===== config.mk =====
export PLATFORM = sky130hd
export DESIGN_NAME = prog_trap_unit
export DESIGN_NICKNAME = d
export VERILOG_FILES = /design/src/rtl/prog_trap_unit.sv
export SDC_FILE = /design/constraint.sdc
export NUM_CORES = 1
export LEC_CHECK = 0
export ABC_AREA = 1
export BUFFER_PORTS_ARGS = -buffer_cell sky130_fd_sc_hd__buf_2
export CAP_MARGIN = 5
export CORE_AREA = 3 3 176 178
export DETAILED_ROUTE_END_ITERATION = 6
export DIE_AREA = 0 0 179 181
export PLACE_DENSITY_LB_ADDON = 0.05
export RECOVER_POWER = 100
export SYNTH_ARGS = -nofsm -noshare
export SYNTH_HDL_FRONTEND = slang
export SYNTH_SLANG_ARGS = --single-unit
export TNS_END_PERCENT = 100

===== constraint.sdc =====
create_clock -name clk -period 3.75 [get_ports clk]
set_clock_uncertainty 0.15 [all_clocks]
set_input_delay 0.75 -clock clk [delete_from_list [all_inputs] [get_ports clk]]
set_output_delay 0.75 -clock clk [all_outputs]
set_load 0.005 [all_outputs]

===== src/rtl/prog_trap_unit.sv =====
module prog_trap_unit #(
  parameter logic [63:0] TRAP_VEC = 64'h700
) (
  input  logic        clk,
  input  logic        rst_n,
  input  logic        slot_valid,
  input  logic [3:0]  op_class,
  input  logic        ibit20,
  input  logic        illegal_in,
  input  logic [63:0] cia,
  input  logic [63:0] state_in,
  input  logic        br_taken,
  input  logic [63:0] br_target,
  output logic        exec_en,
  output logic        trap_take,
  output logic [63:0] srr0_out,
  output logic [63:0] srr1_out,
  output logic [63:0] state_out,
  output logic [63:0] nia_out,
  output logic        halted
);
  localparam logic [3:0] OP_HALT = 4'd1, OP_RDST = 4'd2, OP_WRST32 = 4'd3,
                         OP_WRST64 = 4'd4, OP_RFI = 4'd5, OP_MTSR = 4'd6,
                         OP_MFSR = 4'd7, OP_CRFMV = 4'd8;
  localparam int B_LE = 0, B_RI = 1, B_PMM = 2, B_DR = 4, B_IR = 5,
                 B_FE1 = 8, B_TE0 = 9, B_TE1 = 10, B_FE0 = 11, B_FP = 13,
                 B_PR = 14, B_EE = 15, B_WHY_PRIV = 18, B_WHY_ILL = 19,
                 B_VSX = 23, B_VEC = 25, B_TM = 32, B_SF = 63;
  localparam logic [63:0] ONE = 64'd1;
  localparam logic [63:0] CLR_MASK =
      (ONE << B_RI) | (ONE << B_PMM) | (ONE << B_DR) | (ONE << B_IR) |
      (ONE << B_FE1) | (ONE << B_TE0) | (ONE << B_TE1) | (ONE << B_FE0) |
      (ONE << B_FP) | (ONE << B_PR) | (ONE << B_EE) | (ONE << B_VSX) |
      (ONE << B_VEC) | (ONE << B_TM);
  localparam logic [63:0] SET_MASK = (ONE << B_SF) | (ONE << B_LE);

  logic halted_q;
  logic live, always_priv, spr_priv, priv_trap, ill_trap, halt_go;

  assign live        = slot_valid && !halted_q;
  assign always_priv = (op_class == OP_HALT) || (op_class == OP_RDST) ||
                       (op_class == OP_WRST32) || (op_class == OP_WRST64) ||
                       (op_class == OP_RFI);
  assign spr_priv    = ((op_class == OP_MTSR) || (op_class == OP_MFSR)) && ibit20;
  assign priv_trap   = live && (always_priv || spr_priv) && state_in[B_PR];
  assign halt_go     = live && !priv_trap && (op_class == OP_HALT);
  assign ill_trap    = live && !priv_trap && !halt_go && illegal_in &&
                       (op_class != OP_CRFMV);

  assign trap_take = priv_trap || ill_trap;
  assign exec_en   = live && !trap_take && !halt_go;
  assign srr0_out  = trap_take ? cia : 64'd0;
  assign srr1_out  = !trap_take ? 64'd0 :
                     priv_trap ? (state_in | (ONE << B_WHY_PRIV))
                               : (state_in | (ONE << B_WHY_ILL));
  assign state_out = trap_take ? ((state_in & ~CLR_MASK) | SET_MASK) : state_in;
  assign nia_out   = trap_take ? TRAP_VEC :
                     exec_en   ? (br_taken ? br_target : cia + 64'd4) : cia;
  assign halted    = halted_q;

  always_ff @(posedge clk) begin
    if (!rst_n)       halted_q <= 1'b0;
    else if (halt_go) halted_q <= 1'b1;
  end

  assert_sticky_R10: assert property (@(posedge clk) disable iff (!rst_n)
    halted |=> halted);
  assert_halt_sets_R10: assert property (@(posedge clk) disable iff (!rst_n)
    (slot_valid && !halted && op_class == OP_HALT && !state_in[B_PR]) |=> halted);
  assert_halted_quiet_R10: assert property (@(posedge clk) disable iff (!rst_n)
    halted |-> (!exec_en && !trap_take && nia_out == cia));
  assert_trap_no_exec_R7: assert property (@(posedge clk) disable iff (!rst_n)
    trap_take |-> (!exec_en && srr0_out == cia && nia_out == TRAP_VEC));
  assert_forced_bits_R9: assert property (@(posedge clk) disable iff (!rst_n)
    trap_take |-> (!state_out[B_PR] && state_out[B_SF] && state_out[B_LE]));
  assert_one_reason_R8: assert property (@(posedge clk) disable iff (!rst_n)
    trap_take |-> ($countones(srr1_out[B_WHY_ILL:B_WHY_PRIV] ^
                              state_in[B_WHY_ILL:B_WHY_PRIV]) <= 1 &&
                   srr1_out[B_WHY_ILL:B_WHY_PRIV] != 2'b00 &&
                   state_out[B_WHY_ILL:B_WHY_PRIV] == state_in[B_WHY_ILL:B_WHY_PRIV]));
  assert_idle_R12: assert property (@(posedge clk) disable iff (!rst_n)
    !slot_valid |-> (!exec_en && !trap_take && state_out == state_in));
endmodule


==> impl_metrics.csv <==
group,metric,value,unit
run_status,status,"finished clean",
synthesis,synth_edf_count,0,
final_layout,final_cell_mix,"nor2_1 (281), nand2_1 (263), buf_2 (263), clkbuf_1 (176), inv_1 (167)",
sta,hold_viol_final,0,
synthesis,synth_seq_cells,1,
global_routing,grtUsageTotal,0.193,
final_layout,antenna_cells,0,
critical_path,required,2.85,ns
global_routing,grt_pass1_wl,48700,µm
sta,period_minus_slack,3.51,ns
final_layout,syn_to_final_growth,40.8,%
sta,maxSlewViolCount,0,
drt,drc,0,
floorplanning,fp.dieArea,32400,µm²
sta,setup-tns-final,0,ns
critical_path,path_cells,"buf_2 -> ha_1 -> nand2_1 -> nor2_4 -> inv_2 -> nor2_2 -> and2_2 -> nand2_1 -> nand2_1 -> nand3_1 -> a21boi_1 -> buf_2",
drt,via_per_inst,4.28,
drt,drt-initial-drc-count,363,
floorplanning,pin_count,461,
power_and_ir_drop,p_leak,3.93,nW
cts,clk_latency,0,ns
placement,dp_slack,0.258,ns
min_path,hp-start,"halted",
critical_path,worst_setup_path_start_kind,"input port",
global_routing,grt_pass1_vias,7714,
synthesis,seq_area_frac_synth,0.00384,
critical_path,crit_fanout,5,
floorplanning,start_util,0.176,
placement,dp_hpwl,28700,µm
synthesis,yosys_warnings,0,
critical_path,crit_start,"cia[2]",
synthesis,synth_cells,1121,
global_routing,antenna_found_initial,1,
critical_path,crit_top_cell,"nand2_1",
synthesis,synth-main-ff-cell,"dfxtp_1",
sta,max_freq,0.285,GHz
power_and_ir_drop,peakVddDrop,64.8,µV
run,drv_cap,0,
cts,hold_buffers,0,
final_layout,drive_above_1_share,0.231,
placement,placed_cell_area,7600,µm²
drt,dr_total_vias,8128,
drt,wl,33700,µm
floorplanning,fp.dieH,181,µm
critical_path,crit_path_end_kind,"primary output",
cts,clkSlewWorstSetupHoldPaths,0,ns
synthesis,syn_avg_cell_area,4.65,µm²
final_layout,layout_commonest_cell,"nor2_1",
floorplanning,die_w,179,µm
final_layout,final_nets,1713,
cts,cts_resized,0,
critical_path,reg2regPathDepth,4,
cts,post_cts_buffers,0,
drt,ant_nets,0,
min_path,hp-class,"flop to flop",
critical_path,critical_path_class,"input port to primary output",
sta,fin_crit_sh,0.936,
critical_path,reg2reg_from,"halted",
placement,io_buffers,460,
critical_path,slowest_delay,0.34,ns
critical_path,cp.arrival,2.61,ns
min_path,min_path_cells,1,
final_layout,design_area,7340,µm²
synthesis,syn_nets,1324,
global_routing,grt_max_degree,54,
floorplanning,num_rows,63,
drt,dr.pass1.iters,6,
sta,setup_ws,0.240,ns
drt,wl_per_cell,17.8,µm
sta,tightest_slew,0.642,ns
critical_path,cp_slowest_cell,"nor2_2",
sta,slew_headroom,0.572,
placement,place.gp.congestion,0.864,
sta,rsz0062_at_grt,"false",
floorplanning,fp.coreArea,29600,µm²
final_layout,largest_reg_flops,1,
power_and_ir_drop,powerDensity,119,nW/µm²
synthesis,ys_types,42,
synthesis,async_flop_share,0,
sta,setup_viol,0,
critical_path,r2r_slack,2.58,ns
synthesis,syn_area,5210,µm²
global_routing,grt_overflow,0,
final cells by class:
type	count	area (µm²)
fillers	3729	22200
inverters	173	657
multi-input cells	852	3870
flip-flops and latches	1	20.0
well taps	390	488
repair buffers	482	2300
power by group:
group          switching [W]  internal, W   total, W
logic               0.000535     0.000325   0.000860
clock network              0            0          0
registers        0.000000149    0.0000111  0.0000112
total               0.000535     0.000336   0.000871
cell families after synthesis:
kind of cell	count (synthesis)	synth area share
AO/OA/AOI/OAI	127	0.136
XOR/XNOR	22	0.0370
adder cells (fa/ha/maj)	1	0.00240
buffers and inverters	268	0.246
flip-flops	1	0.00384
AND/OR/NAND/NOR	702	0.575
cell usage after synthesis (2+ instances only):
cell type | n | area (µm²)
nor2_1 | 278 | 1040
nand2_1 | 262 | 983
inv_1 | 167 | 627
nand3_1 | 89 | 445
o21ai_0 | 52 | 260
buf_4 | 50 | 375
a21oi_1 | 39 | 195
buf_2 | 32 | 160
xor2_1 | 22 | 193
nor2_2 | 15 | 93.8
nand4_1 | 14 | 87.6
nor3_1 | 10 | 50.1
nor2_4 | 9 | 101
nand2_2 | 8 | 50.1
clkbuf_1 | 7 | 26.3
o211ai_1 | 7 | 52.6
o21ai_1 | 7 | 35.0
a21boi_1 | 6 | 45.0
a22oi_1 | 6 | 45.0
inv_2 | 5 | 18.8
nor3_2 | 4 | 40.0
and2_1 | 3 | 18.8
clkbuf_8 | 3 | 41.3
nand3b_1 | 3 | 22.5
a31oi_1 | 2 | 12.5
buf_6 | 2 | 22.5
nand3_2 | 2 | 20.0
o21ai_2 | 2 | 17.5
or2_2 | 2 | 12.5
routing by layer:
layer,track usage,vias to the layer above,part of all wire
li1,-,4169,-
met1,0.272,3681,0.46
met2,0.333,268,0.47
met3,0.0208,8,0.058
met4,0.00686,2,0.0031
met5,0,-,0.00039
critical path, delay by kind of cell:
| kind | cells | cell delay (ns) |
|---|---|---|
| compound gates | 1 | 0.12 |
| fa+ha+maj | 1 | 0.21 |
| buf+inv | 3 | 0.36 |
| simple gates | 7 | 1.16 |
final timing paths:
kind | end
worst min-delay path | halted
worst max-delay path | nia_out[62]
worst min register to register | halted
worst max register to register | halted
per-stage QoR:
| step | util | total power, W | hold WS, ns | std cells |
|---|---|---|---|---|
| global placement | 0.257 | 0.000920 | 0.358 | 1898 |
| floorplan | - | 0.000459 | 0.356 | 1121 |
| detailed placement | 0.257 | 0.000916 | 0.354 | 1898 |
| global route | 0.248 | 0.000982 | 0.383 | 1898 |
| CTS | 0.257 | 0.000921 | 0.356 | 1898 |
| finish | 0.248 | 0.000871 | 0.335 | 1898 |
Note: power is estimated with default switching activity, not from simulation.
